==> config.mk <==
export PLATFORM = sky130hd
export DESIGN_NAME = cq_top
export DESIGN_NICKNAME = d
export VERILOG_FILES = /design/src/rtl/cq_pkg.sv /design/src/rtl/cq_latch.sv /design/src/rtl/cq_classify.sv /design/src/rtl/cq_ctrl.sv /design/src/rtl/cq_file.sv /design/src/rtl/cq_top.sv
export SDC_FILE = /design/constraint.sdc
export NUM_CORES = 1
export LEC_CHECK = 0
export ABC_CLOCK_PERIOD_IN_PS = 6000
export BUFFER_PORTS_ARGS = -buffer_cell sky130_fd_sc_hd__buf_2
export CORE_MARGIN = 2
export CORE_UTILIZATION = 30
export CTS_CLUSTER_SIZE = 40
export DETAILED_ROUTE_END_ITERATION = 10
export MAX_ROUTING_LAYER = met4
export SLEW_MARGIN = 20
export SYNTH_ARGS = -nofsm -noshare
export SYNTH_HDL_FRONTEND = slang
export SYNTH_SLANG_ARGS = --single-unit
export TNS_END_PERCENT = 5
==> constraint.sdc <==
create_clock -name clk -period 6 [get_ports clk]
set_input_delay 0.9 -clock clk [delete_from_list [all_inputs] [get_ports clk]]
set_output_delay 0.9 -clock clk [all_outputs]
set_load 0.01 [all_outputs]
==> src/rtl/cq_pkg.sv <==
package cq_pkg;

  localparam int TAG_W = 3;
  localparam int FN_W  = 4;

  localparam logic [TAG_W-1:0] TAG_CMD  = 3'b001;
  localparam logic [TAG_W-1:0] TAG_WDAT = 3'b010;

  localparam logic [FN_W-1:0] FN_RD_MSK = 4'd1;
  localparam logic [FN_W-1:0] FN_RD_LCK = 4'd2;
  localparam logic [FN_W-1:0] FN_RD_EXT = 4'd3;
  localparam logic [FN_W-1:0] FN_WR_MSK = 4'd4;
  localparam logic [FN_W-1:0] FN_WR_LCK = 4'd5;
  localparam logic [FN_W-1:0] FN_WR_EXT = 4'd6;

  typedef enum logic [1:0] {
    CNF_NONE = 2'd0,
    CNF_ACK  = 2'd1,
    CNF_BSY  = 2'd2,
    CNF_ERR  = 2'd3
  } cnf_e;

  function automatic logic fn_known(input logic [FN_W-1:0] f);
    return (f >= FN_RD_MSK) && (f <= FN_WR_EXT);
  endfunction

  function automatic logic [1:0] fn_beats(input logic [FN_W-1:0] f);
    case (f)
      FN_WR_MSK, FN_WR_LCK: return 2'd1;
      FN_WR_EXT:            return 2'd2;
      default:              return 2'd0;
    endcase
  endfunction

  function automatic logic room_ok(input int occ, input int beats, input int depth);
    return (occ + beats + 1) <= depth;
  endfunction

endpackage

==> src/rtl/cq_latch.sv <==
module cq_latch #(
  parameter int ID_W   = 5,
  parameter int MASK_W = 4,
  parameter int INFO_W = 32
) (
  input  logic                     clk,
  input  logic                     rst_n,
  input  logic                     in_valid,
  input  logic                     in_par,
  input  logic [cq_pkg::TAG_W-1:0] in_tag,
  input  logic [ID_W-1:0]          in_id,
  input  logic [MASK_W-1:0]        in_mask,
  input  logic [INFO_W-1:0]        in_info,
  output logic                     s_vld,
  output logic                     s_par,
  output logic [cq_pkg::TAG_W-1:0] s_tag,
  output logic [ID_W-1:0]          s_id,
  output logic [MASK_W-1:0]        s_mask,
  output logic [INFO_W-1:0]        s_info
);

  always_ff @(posedge clk or negedge rst_n) begin
    if (!rst_n) begin
      s_vld  <= 1'b0;
      s_par  <= 1'b0;
      s_tag  <= '0;
      s_id   <= '0;
      s_mask <= '0;
      s_info <= '0;
    end else begin
      s_vld  <= in_valid;
      s_par  <= in_par;
      s_tag  <= in_tag;
      s_id   <= in_id;
      s_mask <= in_mask;
      s_info <= in_info;
    end
  end

endmodule

==> src/rtl/cq_classify.sv <==
module cq_classify #(
  parameter int          ID_W      = 5,
  parameter int          MASK_W    = 4,
  parameter int          INFO_W    = 32,
  parameter int unsigned MEM_WORDS = 32'h0010_0000
) (
  input  logic                     s_par,
  input  logic [cq_pkg::TAG_W-1:0] s_tag,
  input  logic [ID_W-1:0]          s_id,
  input  logic [MASK_W-1:0]        s_mask,
  input  logic [INFO_W-1:0]        s_info,
  output logic                     par_ok,
  output logic                     is_cmd,
  output logic                     is_data,
  output logic                     fn_ok,
  output logic                     in_rng,
  output logic [1:0]               beats
);
  import cq_pkg::*;

  localparam int ADDR_W = INFO_W - FN_W;

  logic [FN_W-1:0]   fn;
  logic [ADDR_W-1:0] addr;

  assign fn   = s_info[INFO_W-1 -: FN_W];
  assign addr = s_info[ADDR_W-1:0];

  always_comb begin
    par_ok  = ~(^{s_par, s_tag, s_id, s_mask, s_info});
    is_cmd  = (s_tag == TAG_CMD);
    is_data = (s_tag == TAG_WDAT);
    fn_ok   = fn_known(fn);
    beats   = fn_beats(fn);
    in_rng  = (32'(addr) < 32'(MEM_WORDS));
  end

endmodule

==> src/rtl/cq_ctrl.sv <==
module cq_ctrl #(
  parameter int DEPTH = 4,
  parameter int PTR_W = 3
) (
  input  logic             clk,
  input  logic             rst_n,
  input  logic             s_vld,
  input  logic             par_ok,
  input  logic             is_cmd,
  input  logic             is_data,
  input  logic             fn_ok,
  input  logic             in_rng,
  input  logic [1:0]       beats,
  input  logic [PTR_W-1:0] occ,
  output logic             wr_en,
  output logic             commit,
  output logic             abort,
  output logic             ev_busy,
  output logic             ev_accept,
  output logic             ev_pending,
  output logic [1:0]       cnf_code
);
  import cq_pkg::*;

  logic [1:0] need_q, need_d;
  cnf_e       cnf_q, cnf_d;

  always_comb begin
    cnf_d     = CNF_NONE;
    need_d    = need_q;
    wr_en     = 1'b0;
    commit    = 1'b0;
    abort     = 1'b0;
    ev_busy   = 1'b0;
    ev_accept = 1'b0;
    if (need_q != 2'd0) begin
      if (s_vld && par_ok && is_data) begin
        wr_en  = 1'b1;
        need_d = need_q - 2'd1;
        commit = (need_q == 2'd1);
        cnf_d  = CNF_ACK;
      end else begin
        abort  = 1'b1;
        need_d = 2'd0;
        cnf_d  = s_vld ? CNF_ERR : CNF_NONE;
      end
    end else if (s_vld) begin
      if (!par_ok || !is_cmd || !fn_ok) begin
        cnf_d = CNF_ERR;
      end else if (!in_rng) begin
        cnf_d = CNF_NONE;
      end else if (!room_ok(int'(occ), int'(beats), DEPTH)) begin
        cnf_d   = CNF_BSY;
        ev_busy = 1'b1;
      end else begin
        cnf_d     = CNF_ACK;
        wr_en     = 1'b1;
        commit    = (beats == 2'd0);
        need_d    = beats;
        ev_accept = 1'b1;
      end
    end
  end

  always_ff @(posedge clk or negedge rst_n) begin
    if (!rst_n) begin
      need_q <= 2'd0;
      cnf_q  <= CNF_NONE;
    end else begin
      need_q <= need_d;
      cnf_q  <= cnf_d;
    end
  end

  assign ev_pending = (need_q != 2'd0);
  assign cnf_code   = cnf_q;

endmodule

==> src/rtl/cq_file.sv <==
module cq_file #(
  parameter int DEPTH = 4,
  parameter int ENT_W = 42,
  parameter int PTR_W = 3
) (
  input  logic             clk,
  input  logic             rst_n,
  input  logic             wr_en,
  input  logic [ENT_W-1:0] wr_ent,
  input  logic             commit,
  input  logic             abort,
  input  logic             pop,
  output logic             out_vld,
  output logic [ENT_W-1:0] out_ent,
  output logic [PTR_W-1:0] occ
);

  localparam int IDX_W = PTR_W - 1;

  logic [ENT_W-1:0] mem [DEPTH];
  logic [PTR_W-1:0] wr_ptr, cm_ptr, rd_ptr;

  always_ff @(posedge clk) begin
    if (wr_en) mem[wr_ptr[IDX_W-1:0]] <= wr_ent;
  end

  always_ff @(posedge clk or negedge rst_n) begin
    if (!rst_n) begin
      wr_ptr <= '0;
      cm_ptr <= '0;
      rd_ptr <= '0;
    end else begin
      if (abort)      wr_ptr <= cm_ptr;
      else if (wr_en) wr_ptr <= wr_ptr + 1'b1;
      if (commit)     cm_ptr <= wr_ptr + PTR_W'(wr_en);
      if (pop)        rd_ptr <= rd_ptr + 1'b1;
    end
  end

  assign out_vld = (rd_ptr != cm_ptr);
  assign out_ent = mem[rd_ptr[IDX_W-1:0]];
  assign occ     = wr_ptr - rd_ptr;

endmodule

==> src/rtl/cq_top.sv <==
module cq_top #(
  parameter int          DEPTH     = 4,
  parameter int          ID_W      = 5,
  parameter int          MASK_W    = 4,
  parameter int          INFO_W    = 32,
  parameter int unsigned MEM_WORDS = 32'h0010_0000
) (
  input  logic              clk,
  input  logic              rst_n,
  input  logic              in_valid,
  input  logic              in_par,
  input  logic [2:0]        in_tag,
  input  logic [ID_W-1:0]   in_id,
  input  logic [MASK_W-1:0] in_mask,
  input  logic [INFO_W-1:0] in_info,
  output logic [1:0]        cnf_code,
  output logic              q_valid,
  input  logic              q_ready,
  output logic              q_is_data,
  output logic [ID_W-1:0]   q_id,
  output logic [MASK_W-1:0] q_mask,
  output logic [INFO_W-1:0] q_info
);

  localparam int PTR_W = $clog2(DEPTH) + 1;
  localparam int ENT_W = 1 + ID_W + MASK_W + INFO_W;

  logic              s_vld, s_par;
  logic [2:0]        s_tag;
  logic [ID_W-1:0]   s_id;
  logic [MASK_W-1:0] s_mask;
  logic [INFO_W-1:0] s_info;

  logic       par_ok, is_cmd, is_data, fn_ok, in_rng;
  logic [1:0] beats;

  logic             wr_en, ev_commit, ev_abort, ev_busy, ev_accept, ev_pending, ev_pop;
  logic [PTR_W-1:0] occ;
  logic [ENT_W-1:0] head_ent;

  cq_latch #(.ID_W(ID_W), .MASK_W(MASK_W), .INFO_W(INFO_W)) u_latch (
    .clk(clk), .rst_n(rst_n),
    .in_valid(in_valid), .in_par(in_par), .in_tag(in_tag), .in_id(in_id),
    .in_mask(in_mask), .in_info(in_info),
    .s_vld(s_vld), .s_par(s_par), .s_tag(s_tag), .s_id(s_id),
    .s_mask(s_mask), .s_info(s_info)
  );

  cq_classify #(.ID_W(ID_W), .MASK_W(MASK_W), .INFO_W(INFO_W), .MEM_WORDS(MEM_WORDS)) u_cls (
    .s_par(s_par), .s_tag(s_tag), .s_id(s_id), .s_mask(s_mask), .s_info(s_info),
    .par_ok(par_ok), .is_cmd(is_cmd), .is_data(is_data), .fn_ok(fn_ok),
    .in_rng(in_rng), .beats(beats)
  );

  cq_ctrl #(.DEPTH(DEPTH), .PTR_W(PTR_W)) u_ctrl (
    .clk(clk), .rst_n(rst_n),
    .s_vld(s_vld), .par_ok(par_ok), .is_cmd(is_cmd), .is_data(is_data),
    .fn_ok(fn_ok), .in_rng(in_rng), .beats(beats), .occ(occ),
    .wr_en(wr_en), .commit(ev_commit), .abort(ev_abort), .ev_busy(ev_busy),
    .ev_accept(ev_accept), .ev_pending(ev_pending), .cnf_code(cnf_code)
  );

  assign ev_pop = q_valid && q_ready;

  cq_file #(.DEPTH(DEPTH), .ENT_W(ENT_W), .PTR_W(PTR_W)) u_file (
    .clk(clk), .rst_n(rst_n),
    .wr_en(wr_en), .wr_ent({is_data, s_id, s_mask, s_info}),
    .commit(ev_commit), .abort(ev_abort), .pop(ev_pop),
    .out_vld(q_valid), .out_ent(head_ent), .occ(occ)
  );

  assign {q_is_data, q_id, q_mask, q_info} = head_ent;

endmodule

; ---- Word-level counts from Yosys, hierarchy flattened
; Memory sizes are Yosys's and may differ from the RTL's.
; Index checks and enable logic that the tools add are counted.
[word_totals]
reg_bits = 59
ramBits = 168
inputBits = 49
output_inout_bits = 45
wordCells = 81
n_memories = 1
[mem_list]
columns = name, depth, word_bits, rd, rd_clocked_by_memory_dff, write_ports, line
row1 = u_file.mem, 4, 42, 1, 0, 1, cq_file.sv:20  ; logic [ENT_W-1:0] mem [DEPTH];
[classes]
addsub = 7
magnitude_cmp = 4
n_eq_ne = 8
mux = 32
bitwise = 1
n_reduce_logical = 17
[ops]
columns = cell, count
row1 = 45-bit parity, 1
row2 = "32-bit by 2-bit adder with 32-bit output, second input constant", 1
row3 = "32-bit by 4-bit less-or-equal comparator with 1-bit output, second input constant", 1
row4 = "28-bit by 21-bit < comparator with 1-bit output, second input constant", 1
row5 = 2-bit two-way mux, 13
row6 = 1-bit two-way mux, 16
row7 = "4-bit by 3-bit equality test with 1-bit output, second input constant", 3
row8 = 2-bit nonzero test, 5
row9 = "3-bit by 1-bit adder with 3-bit output, second input constant", 2
row10 = 3-bit two-way mux, 2
row11 = 3-bit by 2-bit adder with 4-bit output, 1
row12 = "4-bit by 1-bit >= comparator with 1-bit output, second input constant", 1
row13 = "4-bit by 3-bit less-or-equal comparator with 1-bit output, second input constant", 1
row14 = 1-bit logical AND, 4
row15 = 2-bit one-hot mux with 2 select lines, 1
row16 = 4-bit AND reduction, 1
row17 = 3-bit by 1-bit adder with 3-bit output, 1
row18 = "3-bit by 1-bit equality test with 1-bit output, second input constant", 1
row19 = "3-bit by 2-bit equality test with 1-bit output, second input constant", 1
row20 = 3-bit inequality test, 1
row21 = 3-bit subtractor, 1
row22 = "2-bit by 1-bit equality test with 1-bit output, second input constant", 1
row23 = 1-bit logical NOT, 2
row24 = 2-bit logical NOT, 1
row25 = other kinds (5), 6

; ---- Logic depth before layout (Yosys ltp)
; Gate-level depths: netlist of the first run.
[depth]
depth_word = 13
mapped_depth = 15
ltp_nobuf = 15

; ---- Cells and area by module
; A second synthesis of the first run with hierarchy kept.
[unflattened]
cells_unflattened = 438
hier_area_um2 = 8884.8
[by_module_without_submodules]
columns = module, n_inst, cells_each, area_per_inst_um2, seq_area_each_um2
row1 = cq_file, 1, 271, 6693.9, 5270.1
row2 = cq_latch, 1, 46, 1151.1, 1151.1
row3 = cq_classify, 1, 74, 619.3, 0.0
row4 = cq_ctrl, 1, 46, 414.1, 100.1
row5 = cq_top, 1, 1, 6.3, 0.0

; ---- Worst setup path after synthesis of the first run
; OpenSTA, ideal clock, no wires.
[synth_path]
path_kind = register to register
startpoint = register u_file.rd_ptr[1]
endpoint = memory u_file.mem[3][0] (enable)
setup_time_ns = 0.405
arrival_time_ns = 3.912
t_required_ns = 5.595
setup_slack_ns = 1.683
path_stages_with_launch = 13
path_buffers = 2
period_less_slack_ns = 4.317
path_cell_list = dfrtp_1 -> clkbuf_1 -> clkbuf_1 -> inv_1 -> fa_1 -> inv_1 -> fa_1 -> a211oi_1 -> mux2i_1 -> nand3b_1 -> nor2_1 -> o21a_2 -> and2_1
[synth_via]
elab_chain_cells = 11
[synth_rtl]
columns = item, line
row1 = from (decl), cq_file.sv:21  ; logic [PTR_W-1:0] wr_ptr, cm_ptr, rd_ptr;
row2 = from (signal assigned), cq_file.sv:36  ; if (pop) rd_ptr <= rd_ptr + 1'b1;
row3 = 3-bit subtractor, cq_file.sv:42  ; assign occ = wr_ptr - rd_ptr;
row4 = 3-bit by 2-bit adder with 4-bit output, cq_pkg.sv:36  ; return (occ + beats + 1) <= depth;
row5 = 32-bit by 2-bit adder with 32-bit output, cq_pkg.sv:36
row6 = 32-bit by 4-bit less-or-equal comparator with 1-bit output, cq_pkg.sv:36
row7 = 1-bit two-way mux, cq_ctrl.sv:52  ; end else if (!room_ok(int'(occ), int'(beats), DEPTH)) begin
row8 = 1-bit two-way mux, cq_ctrl.sv:50  ; end else if (!in_rng) begin
row9 = 1-bit two-way mux, cq_ctrl.sv:48  ; if (!par_ok || !is_cmd || !fn_ok) begin
row10 = 1-bit two-way mux, cq_ctrl.sv:47  ; end else if (s_vld) begin
row11 = 1-bit two-way mux, cq_ctrl.sv:36  ; if (need_q != 2'd0) begin
row12 = 1-bit two-way mux, cq_file.sv:24  ; if (wr_en) mem[wr_ptr[IDX_W-1:0]] <= wr_ent;
row13 = 1-bit two-way mux (implied by the code), cq_file.sv:24
row14 = to (decl), cq_file.sv:20
; Every way passes these cells.

; ---- Final worst setup path of the first run
[layout_path]
startpoint = register u_file.wr_ptr[0]
endpoint = memory u_file.mem[3][6] (enable)
[layout_via]
elab_chain_cells = 11
[layout_rtl]
columns = item, line
row1 = from (decl), cq_file.sv:21
row2 = from (signal assigned), cq_file.sv:33  ; if (abort) wr_ptr <= cm_ptr;
row3 = from (signal assigned), cq_file.sv:34  ; else if (wr_en) wr_ptr <= wr_ptr + 1'b1;
row4 = 3-bit subtractor, cq_file.sv:42
row5 = 3-bit by 2-bit adder with 4-bit output, cq_pkg.sv:36
row6 = 32-bit by 2-bit adder with 32-bit output, cq_pkg.sv:36
row7 = 32-bit by 4-bit less-or-equal comparator with 1-bit output, cq_pkg.sv:36
row8 = 1-bit two-way mux, cq_ctrl.sv:52
row9 = 1-bit two-way mux, cq_ctrl.sv:50
row10 = 1-bit two-way mux, cq_ctrl.sv:48
row11 = 1-bit two-way mux, cq_ctrl.sv:47
row12 = 1-bit two-way mux, cq_ctrl.sv:36
row13 = 1-bit two-way mux, cq_file.sv:24
row14 = 1-bit two-way mux (implied by the code), cq_file.sv:24
; Parallel ways exist; a longest one is shown, timed or not.

==> reports/metrics.csv, run 1 <==
metric;value;unit
drc;0;
synth_nets;507;
insertedDiodeCount;0;
peakVddDrop;0.286;mV
rr_startpoint;u_file.wr_ptr[0]$_DFFE_PN0P_;
end_kind;register;
clock_path_buffers;3;
nNetsFinal;621;
synth-simple-area-share;1.36;%
synth_compound_area_share;2.00;%
die_x;175;um
clock_latency;510;ps
hold_depth;1;
syn_inst;431;
synth_seq_area_share;74.4;%
die_y;175;um
nFillCells;2689;
core-area;0.0287;sq mm
post-dp-hpwl;10800;um
setup_tns;0;ps
vias_per_cell;4.37;
worst-r2r-setup-slack;1800;ps
cts_buffers;25;
cellLeakagePower;3.84;nW
avgSynthCellArea;20.3;sq um
grt_pass1_vias;4591;
grt_usage;11.7;%
crit_arrival;4390;ps
cpMostUsedCell;inv_1;
synth-xor-area-share;4.97;%
cts.clk_slew.worst_paths;60;ps
fp-row-count;62;
met1Wirelength;7490;um
critPathKind;register to register;
cp_cell_sequence;inv_1 > ha_1 > inv_1 > fa_1 > inv_1 > fa_1 > a211oi_1 > mux2i_1 > nand3b_1 > nor2_1 > o21a_2 > and2_2 > buf_4;
cp-start-kind;register;
post_cts_resized;0;
cts_sinks;227;
synth_adder_area_share;4.03;%
drt-total-wl;17300;um
power.density;410;mW/mm^2
wl_per_cell;18.2;um
crit_fanout;28;
drt-pass1-iter-count;4;
root_buffer;clkbuf_16;
initial_core_util;30.5;%
synth_area;0.00876;sq mm
maxCapViolations;0;
r2r_end;u_file.mem[3][6]$_DFFE_PP_;
port_buffers;93;
outcome;complete, no violations;
yosys_warnings;0;
skew;15.1;ps
final_util;36.4;%
finalCritPeriodShare;70.0;%
min_path_type;primary input to register;
area_delta_synth_final;19.1;%
grt_pass1_wl;26400;um
ios;94;
grt-ovfl-total;0;
met2_length;8320;um
grt_max_degree;60;
drtIter0Drc;350;
via_count;4140;
worstMarginPinSlew;913;ps
postSynthRegisterBits;227;
min_from;in_mask[1];
h-tree-depth;1;
drive_gt1_share;33.9;%
synth.area.mux_share;11.7;%
hold_viol_final;0;
ctsHoldBuffers;0;
place.gp.congestion;0.775;
cts_tree;built;
antenna_found_initial;0;
slew_headroom;39.1;%
synth_top_family_by_area;multiplexers;
ys_types;40;
cts_setup_buffers;0;
crit_required;6190;ps
cpPeakStageDelay;710;ps
maxSlewViolCount;0;
rsz0062_at_grt;false;
cp_slowest_cell;and2_2;
route.met3.wl;888;um
maxUsedRoutingLayer;met4;
fmax;238;MHz
hold_path_end;u_latch.s_mask[1]$_DFF_PN0_;
reg2reg_depth;13;
dieArea;0.0306;sq mm
setup_violations;0;
ant_nets;0;
period_minus_slack;4200;ps
==> stage by stage <==
stage	power, mW	setup WS (ps)	area [sq um]	cells	hold WS [ps]
2_1_floorplan	2.61	1680	8760	431	471
3_3_place_gp	2.98	1930	9710	902	493
3_5_place_dp	2.99	1760	9710	902	497
4_1_cts	4.36	1750	10400	947	475
5_1_grt	4.50	1480	10400	947	476
6_report	4.28	1800	10400	947	492
==> cell type report <==
type                    instances  area (sq um)  share of cell area, %
clock buffers                  33           656                   6.28
clock inverters                12          66.3                  0.635
inverters                      26          97.6                  0.935
multi-input cells             168          2110                   20.3
flip-flops and latches        227          6530                   62.5
well taps                     384           480                   4.60
repair buffers                 97           495                   4.75
==> cell usage in the layout, fill, tap and decap left out, types with 4 or more instances in the layout <==
cell / instances
a21oi_1: 5
buf_2: 93
buf_4: 4
clkbuf_1: 8
clkbuf_16: 25
clkinv_1: 4
clkinv_2: 4
dfrtp_1: 57
edfxtp_1: 168
ha_1: 25
inv_1: 26
mux2_2: 5
mux4_2: 42
nand2_1: 7
o22ai_1: 4
xnor2_1: 34
xor2_1: 8
==> cell usage after synthesis (all sizes together) <==
| cell | count | share of area, % |
|---|---|---|
| xnor3 | 1 | 0.27 |
| fa | 2 | 0.46 |
| a21bo | 1 | 0.11 |
| or2 | 1 | 0.071 |
| o21ai | 3 | 0.17 |
| a211oi | 2 | 0.23 |
| xnor2 | 36 | 3.9 |
| edfxtp | 168 | 58 |
| mux2i | 2 | 0.23 |
| inv | 26 | 1.1 |
| and3 | 1 | 0.071 |
| nor3b | 1 | 0.086 |
| a22o | 1 | 0.10 |
| a31oi | 1 | 0.071 |
| dfrtp | 59 | 17 |
| mux2 | 5 | 0.64 |
| xor2 | 8 | 0.80 |
| nand3 | 2 | 0.11 |
| mux4 | 42 | 11 |
| nand3b | 1 | 0.086 |
| nand2 | 7 | 0.30 |
| buf | 2 | 0.086 |
| a2111oi | 1 | 0.10 |
| o21a | 2 | 0.19 |
| ha | 25 | 3.6 |
| nor2 | 3 | 0.13 |
| o22ai | 4 | 0.29 |
| nor2b | 1 | 0.071 |
| clkbuf | 8 | 0.34 |
| nand2b | 1 | 0.071 |
| a31o | 1 | 0.20 |
| and2 | 5 | 0.36 |
| a21o | 1 | 0.086 |
| a21oi | 5 | 0.29 |
| o31ai | 1 | 0.086 |
| a21boi | 1 | 0.086 |
==> how the worst max path moves through the flow <==
stage / from / end / slack (ps)
floorplan: u_file.rd_ptr[1]$_DFFE_PN0P_ / u_file.mem[3][0]$_DFFE_PP_ / 1680
global placement: u_file.wr_ptr[0]$_DFFE_PN0P_ / u_file.mem[3][9]$_DFFE_PP_ / 1930
detailed placement: u_file.wr_ptr[0]$_DFFE_PN0P_ / u_file.mem[3][8]$_DFFE_PP_ / 1760
CTS: u_file.wr_ptr[0]$_DFFE_PN0P_ / u_file.mem[3][6]$_DFFE_PP_ / 1750
global route: u_file.wr_ptr[0]$_DFFE_PN0P_ / u_file.mem[3][14]$_DFFE_PP_ / 1480
finish: u_file.wr_ptr[0]$_DFFE_PN0P_ / u_file.mem[3][6]$_DFFE_PP_ / 1800
==> critical path: cells and delay by family, from the launching register on <==
family | cells | cell delay, ps
compound gates | 2 | 440
fa+ha+maj | 3 | 1120
buf+inv | 4 | 640
flops | 1 | 450
mux | 1 | 130
simple gates | 3 | 1090
==> power breakdown <==
group / internal (mW) / switching [mW] / total (mW)
Clock: 0.768 / 0.585 / 1.35
Combinational: 0.545 / 0.595 / 1.14
Sequential: 1.74 / 0.0515 / 1.79
Total: 3.05 / 1.23 / 4.28
==> cells by family (layout without fill, tap and decap cells) <==
| kind of cell | count (synthesis) | in the layout |
|---|---|---|
| flip-flops | 227 | 227 |
| multiplexers | 49 | 49 |
| XOR/XNOR | 45 | 45 |
| buffers and inverters | 36 | 168 |
| adder cells (fa/ha/maj) | 27 | 27 |
| AO/OA/AOI/OAI | 24 | 24 |
| AND/OR/NAND/NOR | 23 | 23 |
==> metal layers <==
layer | global-route usage (%) | vias to the layer above
li1 | - | 1872
met1 | 15.0 | 2126
met2 | 18.6 | 104
met3 | 2.33 | 38
met4 | 4.17 | 0
met5 | - | -
==> flip-flops by register name, indices dropped and copies added, names as in the netlist <==
name,count
u_file.mem,168
u_latch.s_info,32
u_latch.s_id,5
u_latch.s_mask,4
u_file.cm_ptr,3
u_file.rd_ptr,3
u_file.wr_ptr,3
u_latch.s_tag,3
u_ctrl.cnf_code,2
u_ctrl.need_q,2
u_latch.s_par,1
u_latch.s_vld,1
No activity file was read; power rests on OpenSTA's default activity.
==> run 2: changes to the inputs <==
Settings changed: ABC_CLOCK_PERIOD_IN_PS 6000 to 4200.
Clock period 6 ns to 4.2 ns, I/O delays scaled along.
==> run 2 against run 1 <==
- core utilization is 0.62 points higher
- via count is 0.46% higher
- first-iteration DRC count is 1.1% lower
- combinational power is 43% higher
- sequential cell count stayed put
- critical path depth stayed put
- count of clock-buffer cells in the layout is 2 higher
- cell count is 0.84% higher
- clock skew is 2.2 ps lower
- sequential power is 43% higher
- critical endpoint is now u_file.mem[0][14]$_DFFE_PP_
- largest cell class unchanged
==> reports/metrics.csv, run 2 (same netlist as run 1, synthesis figures left out) <==
metric;value;unit;change
outcome;complete, no violations;;
h-tree-depth;1;;unchanged
vias_per_cell;4.35;;-0.38%
crit_required;4390;ps;-1800 ps
drc;0;;unchanged
cpLargestDelayFamily;adder cells;;
place.gp.congestion;0.774;;-0.22%
finalPower;6.28;mW;+47%
hold_viol_final;0;;unchanged
period_minus_slack;3580;ps;-618 ps
final_common_cell;edfxtp_1;;
critPathKind;register to register;;
top_usage_layer;met2;;
dieArea;0.0306;sq mm;unchanged
fp-row-count;62;;unchanged
port_buffers;93;;unchanged
switching_share;28.2;%;-0.51 points
grt_max_degree;60;;unchanged
skew;12.9;ps;-2.17 ps
setup_violations;0;;unchanged
power.switching;1.77;mW;+44%
drt-total-wl;17000;um;-1.6%
nNetsFinal;625;;+0.64%
cts_setup_buffers;0;;unchanged
peakVddDrop;0.328;mV;+15%
cts_tree;built;;
maxCapViolations;0;;unchanged
cpPeakStageDelay;560;ps;-150 ps
cts.clk_slew.worst_paths;60;ps;about the same
power.density;592;mW/mm^2;+44%
pwr-share-comb;25.9;%;-0.7 points
end_kind;register;;
cts_sinks;227;;unchanged
core-area;0.0287;sq mm;unchanged
crit_fanout;42;;+50%
cpMostUsedCell;inv_1;;
crit_arrival;3770;ps;-620 ps
grt_pass1_vias;4670;;+1.7%
global_route.usage.met2;19.1;%;+0.43 points
slew_headroom;35.8;%;-3.3 points
drt-pass1-iter-count;4;;unchanged
root_buffer;clkbuf_16;;
ant_nets;0;;unchanged
seqPwrFrac;40.8;%;-1.0 points
grt_use_met1;14.9;%;-0.069 points
cp_cell_sequence;inv_1 > ha_1 > inv_1 > fa_1 > inv_1 > fa_1 > a211oi_1 > mux2i_1 > nand3b_1 > nor2_1 > o21a_2 > and2_2 > buf_12;;
clock_latency;510;ps;about the same
rsz0062_at_grt;false;;
p_clk_share;33.3;%;+1.7 points
maxSlewViolCount;0;;unchanged
pre_cts_ws;653;ps;-1100 ps
fmax;279;MHz;+17%
cts_buffers;26;;+4.0%
wl_per_cell;17.8;um;-2.5%
drive_gt1_share;35.3;%;+1.4 points
initial_core_util;30.5;%;unchanged
clock_path_buffers;3;;unchanged
post-dp-hpwl;10600;um;-1.7%
final_cell_mix;edfxtp_1, buf_2, dfrtp_1, mux4_2, xnor2_1;;
ios;94;;unchanged
finalCritPeriodShare;85.3;%;+15 points
drtIter0Drc;346;;-1.1%
power.internal;4.51;mW;+48%
setup_slack;617;ps;-1180 ps
crit_buf_inv;4;;unchanged
antenna_found_initial;2;;+2
via_count;4159;;+0.46%
cp-start-kind;register;;
grt-ovfl-total;0;;unchanged
grt_usage;11.6;%;-0.064 points
grt_pass1_wl;26600;um;+0.52%
post_cts_resized;0;;unchanged
cp_slowest_cell;fa_1;;
met3_usage;2.83;%;+0.50 points
cellLeakagePower;3.92;nW;+2.1%
worst_hold_slack;221;ps;-270 ps
die_y;175;um;unchanged
nFillCells;2686;;-0.11%
area_delta_synth_final;21.2;%;
min_path_type;primary input to register;;
die_x;175;um;unchanged
worstMarginPinSlew;960;ps;+47.7 ps
largest_register_ffs;168;;unchanged
ctsHoldBuffers;0;;unchanged
==> run 2: cell types whose count changed in the layout (fill, tap and decap cells not counted), sizes merged <==
| cell | previous run | this run |
|---|---|---|
| buf | 97 | 100 |
| clkinvlp | 3 | 2 |
| inv | 26 | 27 |
| diode | 0 | 2 |
| bufinv | 0 | 1 |
| clkbuf | 33 | 35 |
==> run 2: final cells by class <==
class                   count  area (sq um)  area share (%)
repair buffers            100           583            5.49
well taps                 384           480            4.53
diodes                      2          5.00          0.0472
multi-input cells         168          2110            19.9
clock inverters            13           106            1.00
clock buffers              35           706            6.65
inverters                  26          97.6           0.919
flip-flops and latches    227          6530            61.5
==> run 2: power by group through the flow <==
stage	registers, mW	clock network [mW]	logic [mW]
after CTS	2.56	2.15	1.67
final	2.56	2.09	1.63
after global routing	2.57	2.25	1.79
after global placement	2.60	0	1.65
after detailed placement	2.61	0	1.66
after floorplan	2.58	0	1.15
==> run 2: worst register-to-register path, cell delays in order (launching register included) <==
cell and delay, ps:
dfrtp_1 450, inv_1 140, ha_1 160, inv_1 50
fa_1 560, inv_1 60, fa_1 400, a211oi_1 210
mux2i_1 130, nand3b_1 230, nor2_1 190, o21a_2 200
and2_2 180, buf_12 270
==> run 2: through the flow <==
stage	cell area, sq um	setup TNS [ps]	cells	utilization [%]
after floorplan	8760	-10680	431	-
after global placement	9800	0	905	34.1
after detailed placement	9800	0	905	34.1
after CTS	10600	0	953	37.0
after global routing	10600	0	955	37.0
final	10600	0	955	37.0
==> run 2: metal layers <==
metal | share of wire (%) | vias to the layer above
met5 | 0 | -
met4 | 0.86 | 0
met3 | 6.4 | 15
met2 | 49 | 112
met1 | 44 | 2145
li1 | - | 1887
==> run 2: path summary, 6_finish.rpt <==
path                                                     end  slack, ps                         start  cells past startpoint
worst max-delay path             u_file.mem[0][14]$_DFFE_PP_        620  u_file.wr_ptr[0]$_DFFE_PN0P_                     13
worst min-delay path             u_latch.s_info[6]$_DFF_PN0_        220                    in_info[6]                      1
worst max register to register   u_file.mem[0][14]$_DFFE_PP_        620  u_file.wr_ptr[0]$_DFFE_PN0P_                     13
worst min register to register  u_ctrl.need_q[1]$_DFFE_PN0P_        520  u_ctrl.need_q[1]$_DFFE_PN0P_                      1
max in group asynchronous       u_file.rd_ptr[0]$_DFFE_PN0P_       3340                         rst_n                      1
min in group asynchronous        u_latch.s_mask[2]$_DFF_PN0_        240                         rst_n                      1
==> run 3: changes to the inputs <==
Settings changed: ABC_AREA set to 1.
==> run 3 against run 2 <==
- combinational power up 42%
- core utilization decreased by 0.24 points
- area after synthesis rose by 6.8%
- critical path depth rose by 2
- cell count up 39%
- die area up 6.7%
- sequential cell count unchanged
- clock skew down 6.9 ps
- count of clock-buffer cells in the layout down 2
- via count up 44%
- critical path type unchanged
- critical endpoint is now u_file.mem[1][15]$_DFFE_PP_
- largest power group unchanged
==> reports/metrics.csv, run 3 <==
metric;value;unit;change
worst_hold_slack;194;ps;-27.8 ps
synth.area.mux_share;0;%;-12 points
worst-r2r-setup-slack;260;ps;-350 ps
synth-xor-area-share;2.34;%;-2.6 points
synth_adder_area_share;3.77;%;-0.26 points
fp-row-count;64;;+3.2%
skew;6.04;ps;-6.87 ps
postSynthRegisterBits;227;;unchanged
async_flop_share;26.0;%;unchanged
multi_input_area;0.00251;sq mm;+19%
antenna_found_initial;0;;-2
drt-total-wl;21200;um;+25%
ys_types;27;;-33%
grt_pass1_wl;33500;um;+26%
die_y;181;um;+3.3%
die_x;181;um;+3.3%
grt_max_degree;88;;+47%
final_cell_mix;edfxtp_1, nand2_1, nor2_1, buf_2, o21ai_0;;
rr_startpoint;u_file.wr_ptr[0]$_DFFE_PN0P_;;
reg2reg_depth;15;;+2
avgSynthCellArea;11.7;sq um;-43%
final_common_cell;edfxtp_1;;
final_util;36.7;%;-0.24 points
outcome;complete, no violations;;
yosys.area.top_type;edfxtp_1;;
root_buffer;clkbuf_16;;
clock_latency;520;ps;about the same
via_count;6006;;+44%
ios;94;;unchanged
place.gp.congestion;0.799;;+3.3%
end_kind;register;;
yosys_warnings;0;;unchanged
ant_nets;0;;unchanged
ctsHoldBuffers;0;;unchanged
syn_inst;801;;+86%
h-tree-depth;1;;unchanged
synth_compound_area_share;7.97;%;+6.0 points
synth_edf_count;168;;unchanged
cts.clk_slew.worst_paths;60;ps;about the same
synth-simple-area-share;12.5;%;+11 points
crit_fanout;35;;-17%
port_buffers;93;;unchanged
crit_arrival;4140;ps;+370 ps
period_minus_slack;3940;ps;+353 ps
cp-start-kind;register;;
yosys-top-cells-area;edfxtp_1, dfrtp_1, nand2_1;;
min_path_type;primary input to async pin;;
wl_per_cell;16.0;um;-10%
cpPeakStageDelay;560;ps;about the same
area_delta_synth_final;20.4;%;
cp_cell_sequence;inv_1 > ha_1 > inv_1 > fa_1 > inv_1 > fa_1 > a211o_1 > nand2_1 > o21ai_1 > nor3_1 > nand3_1 > nand2_2 > nand2_2 > nor2_4 > buf_12;;
largest_register_ffs;168;;unchanged
worstMarginPinSlew;870;ps;-90.9 ps
critPathKind;register to register;;
r2r_end;u_file.mem[1][15]$_DFFE_PP_;;
vias_per_cell;4.53;;+4.1%
yosys-top-cells-count;edfxtp_1, nand2_1, nor2_1;;
maxSlewViolCount;0;;unchanged
drt-pass1-iter-count;4;;unchanged
dieArea;0.0326;sq mm;+6.7%
setup_violations;0;;unchanged
cpMostUsedCell;inv_1;;
grt_pass1_vias;6019;;+29%
cp_slowest_cell;fa_1;;
synth_top_family_by_area;simple AND/OR/NAND/NOR gates;;
peakVddDrop;0.323;mV;-1.7%
finalCritPeriodShare;93.7;%;+8.4 points
maxCapViolations;0;;unchanged
insertedDiodeCount;0;;-2
drtIter0Drc;406;;+17%
cellLeakagePower;4.57;nW;+17%
grt-ovfl-total;0;;unchanged
yosysMostFrequentCell;edfxtp_1;;
fmax;254;MHz;-9.0%
synthFlopType;edfxtp_1;;
yosysTopAreaCellShare;53.9;%;-3.7 points
drc;0;;unchanged
seq_area;0.00652;sq mm;about the same
crit_required;4400;ps;about the same
placed_area;0.0104;sq mm;+6.3%
cts_sinks;227;;unchanged
cts_tree;built;;
drive_gt1_share;16.9;%;-18 points
grt_usage;13.3;%;+1.7 points
nNetsFinal;986;;+58%
slew_headroom;40.5;%;+4.7 points
nFillCells;2997;;+12%
clock_path_buffers;3;;unchanged
synth_area;0.00936;sq mm;+6.8%
setup_tns;0;ps;unchanged
post-dp-hpwl;13600;um;+29%
synth_nets;877;;+73%
rsz0062_at_grt;false;;
core-area;0.0307;sq mm;+6.9%
synth_seq_area_share;69.7;%;-4.7 points
initial_core_util;30.5;%;about the same
final_area;0.0113;sq mm;+6.2%
hold_viol_final;0;;unchanged
power.density;653;mW/mm^2;+10%
cts_buffers;26;;unchanged
[run 3: worst max-delay path: cells and delay by family (launching register included)]
kind                       cells  cell delay (ps)
AOI/OAI and AO/OA              2              360
adders and majority gates      3             1130
buffers and inverters          4              530
DFF                            1              430
and+or+nand+nor                6             1150
[run 3: final cells by class]
class	count	area share, %
Sequential cell	227	57.9
Multi-Input combinational cell	480	22.3
Clock buffer	33	6.20
Timing Repair Buffer	108	5.69
Tap cell	396	4.40
Inverter	67	2.23
Clock inverter	14	1.30
[run 3: power by group]
group / switching [mW] / internal (mW) / leakage, nW
Clock: 0.870 / 1.35 / 0.404
Combinational: 1.54 / 0.771 / 1.95
Sequential: 0.116 / 2.72 / 2.22
[run 3: cells by family after synthesis]
| family | count (synthesis) |
|---|---|
| and+or+nand+nor | 292 |
| DFF | 227 |
| AOI/OAI and AO/OA | 136 |
| buffers and inverters | 94 |
| adders and majority gates | 27 |
| xor gates and xnor gates | 25 |
[run 3: repair_timing]
| action | 4_1_cts | 5_1_grt |
|---|---|---|
| endpoints found under the setup margin | 0 | 20 |
| buffers inserted | 0 | 1 |
| resized for setup | 0 | 0 |
[run 3: metrics by stage]
stage                     power [mW]  worst slack [ps]  cells
after floorplan                 4.27              -185    801
after global placement          5.20               291   1277
after detailed placement        5.22               221   1277
after CTS                       7.47               199   1324
after global routing            7.82              29.6   1325
final                           7.36               264   1325
[run 3: metal layers]
metal  global-route usage, %  vias to the layer above  share of wire, %
met5                       -                        -                 0
li1                        -                     2965                 -
met1                    17.9                     2874                47
met4                    2.81                        0               1.8
met3                    2.47                       28               5.1
met2                    21.2                      139                46
[run 3: how the worst max path moves through the flow]
stage | to | cells past startpoint | from
6_report | u_file.mem[1][15]$_DFFE_PP_ | 15 | u_file.wr_ptr[0]$_DFFE_PN0P_
5_1_grt | u_file.mem[1][15]$_DFFE_PP_ | 15 | u_file.wr_ptr[0]$_DFFE_PN0P_
4_1_cts | u_file.mem[0][2]$_DFFE_PP_ | 15 | u_file.wr_ptr[0]$_DFFE_PN0P_
3_5_place_dp | u_file.mem[0][3]$_DFFE_PP_ | 15 | u_file.wr_ptr[0]$_DFFE_PN0P_
3_3_place_gp | u_file.mem[0][9]$_DFFE_PP_ | 15 | u_file.wr_ptr[0]$_DFFE_PN0P_
2_1_floorplan | u_file.mem[0][0]$_DFFE_PP_ | 14 | u_file.rd_ptr[1]$_DFFE_PN0P_
